### config.mk
export PLATFORM = sky130hd
export DESIGN_NAME = lite_fanout_xbar
export DESIGN_NICKNAME = d
export VERILOG_FILES = /design/src/rtl/lite_xbar_pkg.sv /design/src/rtl/lite_addr_decode.sv /design/src/rtl/lite_wr_router.sv /design/src/rtl/lite_rd_router.sv /design/src/rtl/lite_fanout_xbar.sv
export SDC_FILE = /design/constraint.sdc
export NUM_CORES = 1
export LEC_CHECK = 0
export BUFFER_PORTS_ARGS = -buffer_cell sky130_fd_sc_hd__buf_4
export CAP_MARGIN = 10
export CELL_PAD_IN_SITES_DETAIL_PLACEMENT = 0
export CELL_PAD_IN_SITES_GLOBAL_PLACEMENT = 1
export CORE_AREA = 2 2 229 231
export CTS_CLUSTER_SIZE = 12
export DETAILED_ROUTE_END_ITERATION = 7
export DIE_AREA = 0 0 231 233
export GPL_ROUTABILITY_DRIVEN = 0
export PLACE_DENSITY_LB_ADDON = 0.1
export SYNTH_ARGS = -nofsm -noshare
export SYNTH_HDL_FRONTEND = slang
export SYNTH_SLANG_ARGS = --single-unit
### constraint.sdc
create_clock -name clk -period 1.86 [get_ports clk]
set_input_delay 0.279 -clock clk [delete_from_list [all_inputs] [get_ports clk]]
set_output_delay 0.279 -clock clk [all_outputs]
set_load 0.02 [all_outputs]
### src/rtl/lite_xbar_pkg.sv
package lite_xbar_pkg;
  localparam int ADDR_W  = 32;
  localparam int DATA_W  = 32;
  localparam int STRB_W  = DATA_W / 8;
  localparam int RESP_W  = 2;
  localparam int NUM_TGT = 3;
  localparam int TGT_W   = $clog2(NUM_TGT + 1);

  typedef logic [TGT_W-1:0] tgt_t;
  localparam tgt_t TGT_NONE = tgt_t'(NUM_TGT);

  localparam logic [RESP_W-1:0] RESP_DECERR = 2'b11;

  localparam logic [ADDR_W-1:0] TGT_BASE [NUM_TGT] =
    '{32'h4000_0000, 32'h4000_1000, 32'h4001_0000};
  localparam int TGT_SPAN_LOG2 [NUM_TGT] = '{12, 12, 16};

  // Aligned window test: upper bits above the span must match the base.
  function automatic logic window_hit(input logic [ADDR_W-1:0] addr,
                                      input logic [ADDR_W-1:0] base,
                                      input int span_log2);
    return (addr >> span_log2) == (base >> span_log2);
  endfunction

  function automatic tgt_t decode_target(input logic [ADDR_W-1:0] addr);
    tgt_t t;
    t = TGT_NONE;
    for (int i = NUM_TGT - 1; i >= 0; i--) begin
      if (window_hit(addr, TGT_BASE[i], TGT_SPAN_LOG2[i])) t = tgt_t'(i);
    end
    return t;
  endfunction
endpackage

### src/rtl/lite_addr_decode.sv
module lite_addr_decode
  import lite_xbar_pkg::*;
(
  input  logic [ADDR_W-1:0] addr,
  output tgt_t              tgt,
  output logic              miss
);
  assign tgt  = decode_target(addr);
  assign miss = (tgt == TGT_NONE);
endmodule

### src/rtl/lite_wr_router.sv
module lite_wr_router
  import lite_xbar_pkg::*;
(
  input  logic                        clk,
  input  logic                        rst_n,
  input  logic [ADDR_W-1:0]           m_awaddr,
  input  logic                        m_awvalid,
  output logic                        m_awready,
  input  logic [DATA_W-1:0]           m_wdata,
  input  logic [STRB_W-1:0]           m_wstrb,
  input  logic                        m_wvalid,
  output logic                        m_wready,
  output logic [RESP_W-1:0]           m_bresp,
  output logic                        m_bvalid,
  input  logic                        m_bready,
  output logic [NUM_TGT*ADDR_W-1:0]   s_awaddr,
  output logic [NUM_TGT-1:0]          s_awvalid,
  input  logic [NUM_TGT-1:0]          s_awready,
  output logic [NUM_TGT*DATA_W-1:0]   s_wdata,
  output logic [NUM_TGT*STRB_W-1:0]   s_wstrb,
  output logic [NUM_TGT-1:0]          s_wvalid,
  input  logic [NUM_TGT-1:0]          s_wready,
  input  logic [NUM_TGT*RESP_W-1:0]   s_bresp,
  input  logic [NUM_TGT-1:0]          s_bvalid,
  output logic [NUM_TGT-1:0]          s_bready,
  output logic                        aw_take,
  output logic                        wr_unmapped
);
  logic              aw_got, w_got, aw_fwd, w_fwd;
  tgt_t              sel_q, dec_tgt;
  logic              dec_miss;
  logic [ADDR_W-1:0] addr_q;
  logic [DATA_W-1:0] data_q;
  logic [STRB_W-1:0] strb_q;
  logic              w_take, resp_phase, b_done, aw_hs, w_hs;

  lite_addr_decode u_dec (.addr(m_awaddr), .tgt(dec_tgt), .miss(dec_miss));

  assign m_awready   = !aw_got;
  assign m_wready    = !w_got;
  assign aw_take     = m_awvalid && m_awready;
  assign w_take      = m_wvalid && m_wready;
  assign wr_unmapped = aw_got && (sel_q == TGT_NONE);
  assign resp_phase  = wr_unmapped ? w_got : (aw_fwd && w_fwd);
  assign aw_hs       = |(s_awvalid & s_awready);
  assign w_hs        = |(s_wvalid & s_wready);
  assign b_done      = m_bvalid && m_bready;

  for (genvar i = 0; i < NUM_TGT; i++) begin : g_tgt
    assign s_awvalid[i] = aw_got && !aw_fwd && (sel_q == tgt_t'(i));
    assign s_wvalid[i]  = aw_got && w_got && !w_fwd && (sel_q == tgt_t'(i));
    assign s_bready[i]  = resp_phase && m_bready && (sel_q == tgt_t'(i));
    assign s_awaddr[i*ADDR_W +: ADDR_W] = addr_q;
    assign s_wdata[i*DATA_W +: DATA_W]  = data_q;
    assign s_wstrb[i*STRB_W +: STRB_W]  = strb_q;
  end

  always_comb begin
    m_bvalid = 1'b0;
    m_bresp  = '0;
    if (resp_phase) begin
      if (wr_unmapped) begin
        m_bvalid = 1'b1;
        m_bresp  = RESP_DECERR;
      end else begin
        for (int i = 0; i < NUM_TGT; i++) begin
          if (sel_q == tgt_t'(i)) begin
            m_bvalid = s_bvalid[i];
            m_bresp  = s_bresp[i*RESP_W +: RESP_W];
          end
        end
      end
    end
  end

  always_ff @(posedge clk) begin
    if (!rst_n) begin
      aw_got <= 1'b0;
      w_got  <= 1'b0;
      aw_fwd <= 1'b0;
      w_fwd  <= 1'b0;
      sel_q  <= TGT_NONE;
      addr_q <= '0;
      data_q <= '0;
      strb_q <= '0;
    end else if (b_done) begin
      aw_got <= 1'b0;
      w_got  <= 1'b0;
      aw_fwd <= 1'b0;
      w_fwd  <= 1'b0;
    end else begin
      if (aw_take) begin
        aw_got <= 1'b1;
        addr_q <= m_awaddr;
        sel_q  <= dec_miss ? TGT_NONE : dec_tgt;
      end
      if (w_take) begin
        w_got  <= 1'b1;
        data_q <= m_wdata;
        strb_q <= m_wstrb;
      end
      if (aw_hs) aw_fwd <= 1'b1;
      if (w_hs)  w_fwd  <= 1'b1;
    end
  end
endmodule

### src/rtl/lite_rd_router.sv
module lite_rd_router
  import lite_xbar_pkg::*;
(
  input  logic                        clk,
  input  logic                        rst_n,
  input  logic [ADDR_W-1:0]           m_araddr,
  input  logic                        m_arvalid,
  output logic                        m_arready,
  output logic [DATA_W-1:0]           m_rdata,
  output logic [RESP_W-1:0]           m_rresp,
  output logic                        m_rvalid,
  input  logic                        m_rready,
  output logic [NUM_TGT*ADDR_W-1:0]   s_araddr,
  output logic [NUM_TGT-1:0]          s_arvalid,
  input  logic [NUM_TGT-1:0]          s_arready,
  input  logic [NUM_TGT*DATA_W-1:0]   s_rdata,
  input  logic [NUM_TGT*RESP_W-1:0]   s_rresp,
  input  logic [NUM_TGT-1:0]          s_rvalid,
  output logic [NUM_TGT-1:0]          s_rready,
  output logic                        ar_take,
  output logic                        rd_unmapped
);
  logic              ar_got, ar_fwd, ar_hs, resp_phase, r_done, dec_miss;
  tgt_t              sel_q, dec_tgt;
  logic [ADDR_W-1:0] addr_q;

  lite_addr_decode u_dec (.addr(m_araddr), .tgt(dec_tgt), .miss(dec_miss));

  assign m_arready   = !ar_got;
  assign ar_take     = m_arvalid && m_arready;
  assign rd_unmapped = ar_got && (sel_q == TGT_NONE);
  assign resp_phase  = rd_unmapped ? 1'b1 : ar_fwd;
  assign ar_hs       = |(s_arvalid & s_arready);
  assign r_done      = m_rvalid && m_rready;

  for (genvar i = 0; i < NUM_TGT; i++) begin : g_tgt
    assign s_arvalid[i] = ar_got && !ar_fwd && (sel_q == tgt_t'(i));
    assign s_rready[i]  = resp_phase && m_rready && (sel_q == tgt_t'(i));
    assign s_araddr[i*ADDR_W +: ADDR_W] = addr_q;
  end

  always_comb begin
    m_rvalid = 1'b0;
    m_rresp  = '0;
    m_rdata  = '0;
    if (ar_got && resp_phase) begin
      if (rd_unmapped) begin
        m_rvalid = 1'b1;
        m_rresp  = RESP_DECERR;
      end else begin
        for (int i = 0; i < NUM_TGT; i++) begin
          if (sel_q == tgt_t'(i)) begin
            m_rvalid = s_rvalid[i];
            m_rresp  = s_rresp[i*RESP_W +: RESP_W];
            m_rdata  = s_rdata[i*DATA_W +: DATA_W];
          end
        end
      end
    end
  end

  always_ff @(posedge clk) begin
    if (!rst_n) begin
      ar_got <= 1'b0;
      ar_fwd <= 1'b0;
      sel_q  <= TGT_NONE;
      addr_q <= '0;
    end else if (r_done) begin
      ar_got <= 1'b0;
      ar_fwd <= 1'b0;
    end else begin
      if (ar_take) begin
        ar_got <= 1'b1;
        addr_q <= m_araddr;
        sel_q  <= dec_miss ? TGT_NONE : dec_tgt;
      end
      if (ar_hs) ar_fwd <= 1'b1;
    end
  end
endmodule

### src/rtl/lite_fanout_xbar.sv
module lite_fanout_xbar
  import lite_xbar_pkg::*;
(
  input  logic                        clk,
  input  logic                        rst_n,
  input  logic [ADDR_W-1:0]           m_awaddr,
  input  logic                        m_awvalid,
  output logic                        m_awready,
  input  logic [DATA_W-1:0]           m_wdata,
  input  logic [STRB_W-1:0]           m_wstrb,
  input  logic                        m_wvalid,
  output logic                        m_wready,
  output logic [RESP_W-1:0]           m_bresp,
  output logic                        m_bvalid,
  input  logic                        m_bready,
  input  logic [ADDR_W-1:0]           m_araddr,
  input  logic                        m_arvalid,
  output logic                        m_arready,
  output logic [DATA_W-1:0]           m_rdata,
  output logic [RESP_W-1:0]           m_rresp,
  output logic                        m_rvalid,
  input  logic                        m_rready,
  output logic [NUM_TGT*ADDR_W-1:0]   s_awaddr,
  output logic [NUM_TGT-1:0]          s_awvalid,
  input  logic [NUM_TGT-1:0]          s_awready,
  output logic [NUM_TGT*DATA_W-1:0]   s_wdata,
  output logic [NUM_TGT*STRB_W-1:0]   s_wstrb,
  output logic [NUM_TGT-1:0]          s_wvalid,
  input  logic [NUM_TGT-1:0]          s_wready,
  input  logic [NUM_TGT*RESP_W-1:0]   s_bresp,
  input  logic [NUM_TGT-1:0]          s_bvalid,
  output logic [NUM_TGT-1:0]          s_bready,
  output logic [NUM_TGT*ADDR_W-1:0]   s_araddr,
  output logic [NUM_TGT-1:0]          s_arvalid,
  input  logic [NUM_TGT-1:0]          s_arready,
  input  logic [NUM_TGT*DATA_W-1:0]   s_rdata,
  input  logic [NUM_TGT*RESP_W-1:0]   s_rresp,
  input  logic [NUM_TGT-1:0]          s_rvalid,
  output logic [NUM_TGT-1:0]          s_rready
);
  // Internal events brought out for the bound checker.
  logic aw_take, ar_take, wr_unmapped, rd_unmapped;

  lite_wr_router u_wr (
    .clk, .rst_n,
    .m_awaddr, .m_awvalid, .m_awready,
    .m_wdata, .m_wstrb, .m_wvalid, .m_wready,
    .m_bresp, .m_bvalid, .m_bready,
    .s_awaddr, .s_awvalid, .s_awready,
    .s_wdata, .s_wstrb, .s_wvalid, .s_wready,
    .s_bresp, .s_bvalid, .s_bready,
    .aw_take, .wr_unmapped
  );

  lite_rd_router u_rd (
    .clk, .rst_n,
    .m_araddr, .m_arvalid, .m_arready,
    .m_rdata, .m_rresp, .m_rvalid, .m_rready,
    .s_araddr, .s_arvalid, .s_arready,
    .s_rdata, .s_rresp, .s_rvalid, .s_rready,
    .ar_take, .rd_unmapped
  );
endmodule

==> results of run 1 <==
[how the worst min path moves through the flow]
stage | start | to | slack [ps] | cells past startpoint
final | m_rready | u_rd.ar_got | 90 | 2
after global routing | m_rready | u_rd.ar_got | 80 | 2
after CTS | m_rready | u_rd.ar_got | 60 | 2
after detailed placement | u_wr.data_q[17] | u_wr.data_q[17] | 480 | 2
after global placement | u_rd.addr_q[4] | u_rd.addr_q[4] | 480 | 2
after floorplan | m_rready | u_rd.ar_got | 370 | 1
[worst max-delay path: cells and delay by family, from the launching register on]
kind,cells,cell delay (ps)
muxes,1,560
DFF,1,360
buffers and inverters,2,300
and+or+nand+nor,1,110
[routing by layer]
layer  vias to the layer above  share of wire (%)  global-route usage, %
met4                         6                1.2                   2.84
met3                        23                7.9                   4.58
met5                         -               0.12                      0
li1                       3576                  -                      -
met2                       295                 55                   23.1
met1                      3369                 36                   12.5
[power breakdown]
group / internal [uW] / total [uW] / leakage [uW] / switching [uW]
Clock: 996 / 2030 / 0.000136 / 1030
Sequential: 2490 / 2680 / 0.000903 / 185
Combinational: 1150 / 2330 / 0.00484 / 1180
Total: 4640 / 7040 / 0.00588 / 2390
[what timing repair did]
item,CTS,global route
pin swaps,14,45
cloned,3,16
resized for setup,89,150
endpoints found under the hold margin,0,0
buffers inserted,9,11
endpoints found under the setup margin,74,116
[layout by cell type (no fill, tap or decap), types with 3 or more instances in the layout]
master and instances:
nand3_2 31, o21a_1 3, dfxtp_2 5, nor2_2 7, buf_6 41, buf_16 4
nor4_1 6, nor4b_1 3, and3_4 3, inv_1 3, nand2_1 170, nor2_4 23
nand3_1 7, dfxtp_4 3, clkbuf_16 23, o21ai_0 4, o21ai_2 5, o21ai_1 29
a21oi_2 24, nor2b_4 3, buf_12 18, nor2_1 50, a21oi_1 43, mux4_2 6
buf_4 577, buf_8 5, mux2i_2 4, clkinvlp_4 3, nor3_1 5, nor2b_1 4
nor3_2 4, dfxtp_1 102, mux2i_1 64
[cells by family (layout without fill, tap and decap cells)]
family	Yosys count	in the layout	synth area share [%]
simple gates	332	332	20.4
buf+inv	261	680	26.2
compound gates	117	117	9.28
flops	110	110	32.0
mux	75	75	12.1
other cells	0	1	0
[per-stage QoR]
step	area, um2	util (%)
after floorplan	6870	-
after global placement	10800	21.1
after detailed placement	10800	21.1
after CTS	11500	22.5
after global routing	12500	24.5
final	12500	24.5
[state kept, by name, indices dropped and copies added (netlist names)]
register	cells
u_rd.sel_q	2
u_rd.addr_q	32
u_rd.ar_got	1
u_rd.ar_fwd	1
u_wr.sel_q	2
u_wr.strb_q	4
u_wr.aw_got	1
u_wr.w_got	1
u_wr.data_q	32
u_wr.aw_fwd	1
u_wr.w_fwd	1
u_wr.addr_q	32
[cell type report]
class / count / area [um2] / area share (%)
Timing Repair Buffer: 659 / 5690 / 45.4
Clock buffer: 11 / 253 / 2.02
Antenna cell: 1 / 2.50 / 0.0200
Multi-Input combinational cell: 524 / 3450 / 27.6
Clock inverter: 5 / 42.5 / 0.340
Tap cell: 680 / 851 / 6.79
Sequential cell: 110 / 2220 / 17.7
Inverter: 5 / 18.8 / 0.150
==> flow_summary.ini, run 1 <==
[outcome]
status = finished, violations left
violations = setup timing

[setup_path]
end_kind = primary output
rr_endpoint = u_wr.data_q[8]
slowest_delay_ps = 560
critPathKind = reg -> out
reg2reg_slack_ps = -120
cp-start-kind = flip-flop
worst_path_max_delay_cell = mux4_2
worstPathMaxFanout = 2
critPathArrivalTime_ps = 1720
r2r_cells = 8
crit_chain = mux4_2 -> buf_6 -> nor2b_1 -> buf_4
r2r-start = u_wr.sel_q[0]
worst_ep_required_time_ps = 1580
cp-startpoint = u_wr.sel_q[0]
endpoint = m_bvalid

[final_layout]
drive_above_1_share_pct = 61.2
area.growth.synth_to_final_pct = 82.3
fin_nets = 1539
fillCellCount = 5681
final_cells = 1995

[sta]
fin_worst_skew_ps = 8.39
slew_violations = 0
relSlewSlack_pct = 63.8
fin_crit_sh_pct = 107
fin_setup_tns_ps = -7730
setup_viol = 110
worst_slew_pin_slew_ps = 536
finalWorstSetupSlack_ps = -139
period_minus_slack_ps = 2000
rsz0062_at_grt = true
hold_viol = 0
hold_ws_ps = 93.8
max_freq_mhz = 500

[place]
pre_cts_ws_ps = -15.7
io_buffer_count = 585
dp_hpwl_um = 28100
place_inst = 1939

[logic_synthesis]
synth_top_cell_by_area = dfxtp_1
synthTopCellsByCount = buf_4, nand2_1, dfxtp_1
ys_dominant_reg_cell = dfxtp_1
synth_edf_count = 0
yosysTopAreaCellShare_pct = 32.0
synthCells = 895
synth.most_common_cell = buf_4
synth-seq-cells = 110
syn_area_per_cell_um2 = 7.68
yosys_warnings = 0
syn_nets = 1125
yosysSeqAreaShare_pct = 32.0
synth_area_leaders = dfxtp_1, buf_4, mux2i_1, nand2_1, a21oi_1
yosysUniqueCellTypes = 41
syn_area_um2 = 6870
synthArstFlopShare_pct = 0

[die]
die_x_um = 231
std_cell_rows = 83
io_pins = 586
start_util_pct = 13.5
die_area_um2 = 53800
coreArea_um2 = 51100
die_h_um = 233

[power_and_ir_drop]
pwr_density_cell_nw_per_um2 = 562
p_leak_uw = 0.00588
power_uw = 7040
irDropWorstVdd_v = 0.000371

[clocking]
cts-root-buf = clkbuf_16
clkLatencyLatePin_ps = 380
cts_tree = done
clock-sinks = 110
cts_hold_buf = 0
cts_max_path_buffers = 2
htree_levels = 3
path_clk_slew_ps = 80
cts-buffers-inserted = 9

[global_route]
grt_pass1_vias = 7019
grt_max_degree = 90
grt_pass1_wl_um = 47300
antenna_found_initial = 4
overflow = 0
track_usage_pct = 12.2

[drt]
viasPerCell = 3.64
ant_nets = 0
avgRoutedWirePerCell_um = 18.2
drc = 0
drt-initial-drc-count = 158
num_vias = 7269
dr.pass1.iters = 4
wirelength_um = 36300

[flow_run]
drv_cap = 0

[worst_hold_path]
holdCritPathClass = in -> reg
(Power assumes the default switching activity.)
==> run 2, diff against run 1 <==
--- a/config.mk
+++ b/config.mk
@@ -9,12 +9,13 @@
 export CAP_MARGIN = 10
 export CELL_PAD_IN_SITES_DETAIL_PLACEMENT = 0
 export CELL_PAD_IN_SITES_GLOBAL_PLACEMENT = 1
-export CORE_AREA = 2 2 229 231
+export CORE_AREA = 2 2 225 227
 export CTS_CLUSTER_SIZE = 12
 export DETAILED_ROUTE_END_ITERATION = 7
-export DIE_AREA = 0 0 231 233
+export DIE_AREA = 0 0 227 229
 export GPL_ROUTABILITY_DRIVEN = 0
 export PLACE_DENSITY_LB_ADDON = 0.1
 export SYNTH_ARGS = -nofsm -noshare
 export SYNTH_HDL_FRONTEND = slang
+export SYNTH_HIERARCHICAL = 1
 export SYNTH_SLANG_ARGS = --single-unit
==> run 2 against run 1 <==
Compared with the run above: the run still ends with setup timing left; register-to-register slack better by 30 ps; fmax is 0.38% higher; sequential share of layout area is 0.28 points lower; via count is 3.3% higher; combinational power is 3% higher; clock skew is 3.6 ps higher; setup slack better by 7.6 ps; utilization is 1.1 points higher; critical path type unchanged; largest cell class unchanged.
==> flow_summary.ini, run 2 <==
[clocking]
cts-buffers-inserted = 9
clock-sinks = 110
cts-root-buf = clkbuf_16
cts_max_path_buffers = 2
cts_tree = done
clkLatencyLatePin_ps = 380
htree_levels = 3
path_clk_slew_ps = 90

[sta]
fin_crit_sh_pct = 107
setup_viol = 99
hold_viol = 0
slew_violations = 0
fin_setup_tns_ps = -6610
rsz0062_at_grt = true
fin_worst_skew_ps = 12.0
worst_slew_pin_slew_ps = 429
period_minus_slack_ps = 1990
relSlewSlack_pct = 71.4
max_freq_mhz = 502
finalWorstSetupSlack_ps = -132

[outcome]
status = finished, violations left
violations = setup timing

[final_layout]
drive_above_1_share_pct = 64.3
mostFrequentLayoutCells = buf_4, nand2_1, dfxtp_1
final_common_cell = buf_4
area.growth.synth_to_final_pct = 81.5
fin_nets = 1548
diodes = 0
fillCellCount = 5503
reg_top3 = u_rd/addr_q (32), u_wr/addr_q (32), u_wr/data_q (32)

[power_and_ir_drop]
pwr_density_cell_nw_per_um2 = 557
p_leak_uw = 0.00585
p_int_uw = 4610
power.switching_uw = 2480
p_clk_share_pct = 28.7
p_seq_share_pct = 37.7
pwr-share-comb_pct = 33.6
irDropWorstVdd_v = 0.000384
p_sw_share_pct = 35.0
power_uw = 7100

[die]
die_area_um2 = 52000
die_h_um = 229
start_util_pct = 14.1
die_x_um = 227
std_cell_rows = 82
coreArea_um2 = 49700
io_pins = 586

[drt]
avgRoutedWirePerCell_um = 18.2
dr_wl_met3_um = 2650
top_layer_used = met5
met2_length_um = 18800
wl_met1_um = 14300
drc = 0
viasPerCell = 3.76
wirelength_um = 36300
drt-initial-drc-count = 231
ant_nets = 0
dr.pass1.iters = 4
num_vias = 7507

[worst_hold_path]
whs_path_depth = 3
holdCritPathClass = in -> reg

[global_route]
grt_max_degree = 67
grt_pass1_wl_um = 47400
overflow = 0
grt_pass1_vias = 6896
antenna_found_initial = 1
track_usage_pct = 12.4

[setup_path]
worst_ep_required_time_ps = 1580
r2r-start = u_wr/sel_q[0]
r2r_cells = 8
end_kind = primary output
cp-startpoint = u_rd/sel_q[0]
slowest_delay_ps = 350
critPathArrivalTime_ps = 1710
path_depth = 7
critPathKind = reg -> out
worstPathMaxFanout = 9
cp-start-kind = flip-flop
worst-path-buf-inv = 4
cp_top_family = buffers and inverters
reg2reg_slack_ps = -90
endpoint = m_rdata[19]
crit_chain = buf_12 -> and2_4 -> o21ai_4 -> buf_6 -> clkbuf_16 -> a21oi_2 -> buf_4
worst_path_max_delay_cell = dfxtp_4
rr_endpoint = u_wr/strb_q[2]

[logic_synthesis]
synthCells = 903
syn_area_um2 = 7010
syn_nets = 1133
syn_area_per_cell_um2 = 7.77
yosys_warnings = 6

[place]
io_buffer_count = 585
dp_hpwl_um = 26400
pre_cts_ws_ps = 6.69

[flow_run]
drv_cap = 0
==> run 2: changes by cell type in the layout (fill, tap and decap cells not counted), sizes merged, moves of 5 or more <==
cell | previous run | this run
nor2 | 80 | 18
o21ai | 38 | 77
nand2 | 171 | 166
nand3 | 39 | 69
mux2i | 69 | 36
or2 | 1 | 32
a21boi | 1 | 32
nand2b | 3 | 8
a21oi | 68 | 34
buf | 645 | 650
==> run 2: worst min path at each step <==
stage | from | end
4_1_cts | m_wdata[11] | u_wr/data_q[11]
6_report | m_wvalid | u_wr/w_got
3_3_place_gp | u_wr/addr_q[23] | u_wr/addr_q[23]
5_1_grt | m_wdata[13] | u_wr/data_q[13]
3_5_place_dp | u_wr/addr_q[23] | u_wr/addr_q[23]
2_1_floorplan | m_wvalid | u_wr/w_got
==> run 2: worst reg2reg max path: cells and delay by family, from the launching register on <==
family	cells	cell delay, ps
DFF	1	370
and+or+nand+nor	1	60
AOI/OAI and AO/OA	2	260
muxes	1	580
buffers and inverters	4	630
==> run 2: per-layer routing <==
| layer | track usage (%) | vias up |
|---|---|---|
| li1 | - | 3648 |
| met1 | 13.9 | 3517 |
| met2 | 22.4 | 313 |
| met3 | 3.95 | 27 |
| met4 | 3.41 | 2 |
| met5 | 0 | - |
==> run 2: cell type report <==
type	instances	area, um2	area share, %
Sequential cell	110	2220	17.4
Tap cell	672	841	6.60
Clock inverter	7	58.8	0.462
Clock buffer	9	225	1.77
Multi-Input combinational cell	525	3590	28.2
Timing Repair Buffer	665	5770	45.3
Inverter	7	28.8	0.226
==> run 2: stage by stage <==
| step | area [um2] | hold slack [ps] | utilization, % | instances |
|---|---|---|---|---|
| 5_1_grt | 12700 | 91.7 | 25.6 | 1995 |
| 2_1_floorplan | 7010 | 395 | - | 903 |
| 3_3_place_gp | 10800 | 473 | 21.7 | 1930 |
| 4_1_cts | 11500 | 61.6 | 23.1 | 1963 |
| 3_5_place_dp | 10800 | 476 | 21.7 | 1930 |
| 6_report | 12700 | 107 | 25.6 | 1995 |
==> run 2: power by group through the flow <==
stage | clock network (uW) | registers (uW) | logic (uW)
floorplan | 0 | 2820 | 1060
global placement | 0 | 2730 | 2030
detailed placement | 0 | 2740 | 2020
CTS | 2180 | 2680 | 2080
global route | 2270 | 2700 | 2530
finish | 2040 | 2670 | 2390
==> run 2: repair_timing <==
| item | 4_1_cts | 5_1_grt |
|---|---|---|
| endpoints found under the setup margin | 48 | 112 |
| cloned | 5 | 20 |
| gates resized for setup | 58 | 216 |
| hold buffers | 0 | 0 |
| pin swaps | 3 | 83 |
| buffers inserted | 13 | 14 |
==> run 3, diff against run 2 <==
--- a/config.mk
+++ b/config.mk
@@ -5,14 +5,15 @@
 export SDC_FILE = /design/constraint.sdc
 export NUM_CORES = 1
 export LEC_CHECK = 0
-export BUFFER_PORTS_ARGS = -buffer_cell sky130_fd_sc_hd__buf_4
+export ABC_AREA = 1
 export CAP_MARGIN = 10
 export CELL_PAD_IN_SITES_DETAIL_PLACEMENT = 0
 export CELL_PAD_IN_SITES_GLOBAL_PLACEMENT = 1
-export CORE_AREA = 2 2 225 227
+export CORE_AREA = 2 2 227 229
 export CTS_CLUSTER_SIZE = 12
 export DETAILED_ROUTE_END_ITERATION = 7
-export DIE_AREA = 0 0 227 229
+export DIE_AREA = 0 0 229 231
+export DONT_BUFFER_PORTS = 1
 export GPL_ROUTABILITY_DRIVEN = 0
 export PLACE_DENSITY_LB_ADDON = 0.1
 export SYNTH_ARGS = -nofsm -noshare
==> run 3 against run 2 <==
Compared with the run above: the flow still finishes with violations (setup timing); sequential share of layout area increased by 7.3 points; non-clock buffer count fell by 572; flip-flop and latch count unchanged; die area increased by 1.8%; sequential power increased by 29%; global-route usage down 0.10 points; wire length fell by 7.5%; synthesized cell count increased by 35%; critical path depth is the same; total power down 0.17%; critical endpoint is now m_rresp[1].
==> flow_summary.ini, run 3 <==
[sta]
fin_worst_skew_ps = 17.3
setup_viol = 35
relSlewSlack_pct = 52.6
fin_crit_sh_pct = 103
hold_viol = 0
max_freq_mhz = 519
finalWorstSetupSlack_ps = -65.0
rsz0062_at_grt = true
fin_setup_tns_ps = -1090
slew_violations = 0
period_minus_slack_ps = 1920
worst_slew_pin_slew_ps = 710

[place]
io_buffer_count = 0
pre_cts_ws_ps = -74.2
postPlaceCellArea_um2 = 7110
dp_hpwl_um = 22300

[power_and_ir_drop]
p_leak_uw = 0.00444
p_int_uw = 4100
power.switching_uw = 2980
irDropWorstVdd_v = 0.000389
p_seq_share_pct = 48.7
p_clk_share_pct = 30.1
pwr_density_cell_nw_per_um2 = 789
p_sw_share_pct = 42.1
pwr-share-comb_pct = 21.2

[final_layout]
fin_area_um2 = 8980
mostFrequentLayoutCells = nor2_1, nand2_1, inv_1
area.growth.synth_to_final_pct = 17.7
drive_above_1_share_pct = 27.9
fillCellCount = 5938
final_core_util_pct = 17.7
fin_nets = 1310
reg_top3 = u_rd/addr_q (32), u_wr/addr_q (32), u_wr/data_q (32)
final_common_cell = nor2_1

[die]
std_cell_rows = 83
coreArea_um2 = 50700
die_x_um = 229
die_area_um2 = 52900
die_h_um = 231
start_util_pct = 15.1
io_pins = 586

[setup_path]
worst-path-buf-inv = 2
end_kind = primary output
path_depth = 7
critPathArrivalTime_ps = 1650
worst_path_max_delay_cell = dfxtp_4
slowest_delay_ps = 390
worst_ep_required_time_ps = 1580
crit_chain = nor2_2 -> buf_12 -> nand2_1 -> nand2_2 -> a21oi_1 -> a21oi_1 -> buf_4
crit_top_cell = a21oi_1
r2r_cells = 9
worstPathMaxFanout = 37
critPathKind = reg -> out
cp_top_family = flip-flops
cp-start-kind = flip-flop

[drt]
drt-initial-drc-count = 244
viasPerCell = 3.72
drc = 0
dr.pass1.iters = 4
num_vias = 6565
wirelength_um = 33600
ant_nets = 0
avgRoutedWirePerCell_um = 19.0

[logic_synthesis]
yosys_warnings = 6
syn_area_per_cell_um2 = 6.24
syn_nets = 1452
syn_area_um2 = 7630
synthCells = 1222

[worst_hold_path]
holdCritPathClass = in -> reg
whs_path_depth = 2

[global_route]
antenna_found_initial = 5
track_usage_pct = 12.3
grt_pass1_vias = 6637
grt_pass1_wl_um = 47300
overflow = 0
grt_max_degree = 59

[clocking]
path_clk_slew_ps = 100
clock-sinks = 110
cts-buffers-inserted = 9
cts_max_path_buffers = 2
cts-root-buf = clkbuf_16
clkLatencyLatePin_ps = 400
cts_tree = done
htree_levels = 3

[flow_run]
drv_cap = 0

[outcome]
status = finished, violations left
violations = setup timing
run 3: what timing repair did:
item | 4_1_cts | 5_1_grt
hold buffers | 8 | 0
setup buffers | 20 | 15
pin swaps | 25 | 43
setup endpoints to repair | 120 | 54
hold endpoints to repair | 59 | 0
cloned | 11 | 2
resized for setup | 155 | 130
run 3: worst register-to-register path, cell delays in order (launching register included):
cell and delay (ps):
dfxtp_4 400, inv_1 90, nand3_1 70, nand2_1 100
nor2_4 130, nor2_4 50, buf_12 130, nor2_4 440
nor2_1 110, nor2_1 120
run 3: metal layers:
metal	vias up	routed length, um	global-route usage, %
met4	4	666	3.96
met3	35	2820	4.66
li1	3196	-	-
met5	-	30	0
met2	313	16500	21.3
met1	3017	13500	14.0
run 3: worst paths after layout:
kind                       start              end  slack (ps)
hold reg to reg   u_wr/data_q[9]   u_wr/data_q[9]         500
setup reg to reg   u_wr/sel_q[1]  u_wr/addr_q[14]         160
setup / recovery   u_rd/sel_q[1]       m_rresp[1]         -60
hold / removal      m_araddr[15]  u_rd/addr_q[15]          50
run 3: power groups by stage:
stage               registers, uW  clock network (uW)  logic (uW)
CTS                          3460                2320        1430
global placement             3510                   0        1070
global route                 3500                2380        1670
finish                       3450                2140        1500
detailed placement           3510                   0        1080
floorplan                    3010                   0        1710
run 3: metrics by stage:
step / instances / hold slack (ps) / power [uW]
after detailed placement: 1699 / 407 / 4590
after CTS: 1754 / 1.75 / 7210
after global routing: 1766 / 14.8 / 7560
after floorplan: 1222 / 408 / 4720
final: 1767 / 46.2 / 7080
after global placement: 1699 / 410 / 4590
run 3: final cells by class:
| class | instances | area (um2) | share of cell area [%] |
|---|---|---|---|
| multi-input combinational | 709 | 3740 | 41.7 |
| sequential | 110 | 2220 | 24.8 |
| timing repair buffer | 93 | 1170 | 13.1 |
| tap | 680 | 851 | 9.48 |
| inverter | 157 | 669 | 7.46 |
| clock buffer | 9 | 225 | 2.51 |
| clock inverter | 7 | 86.3 | 0.962 |
| antenna | 2 | 5.00 | 0.0557 |
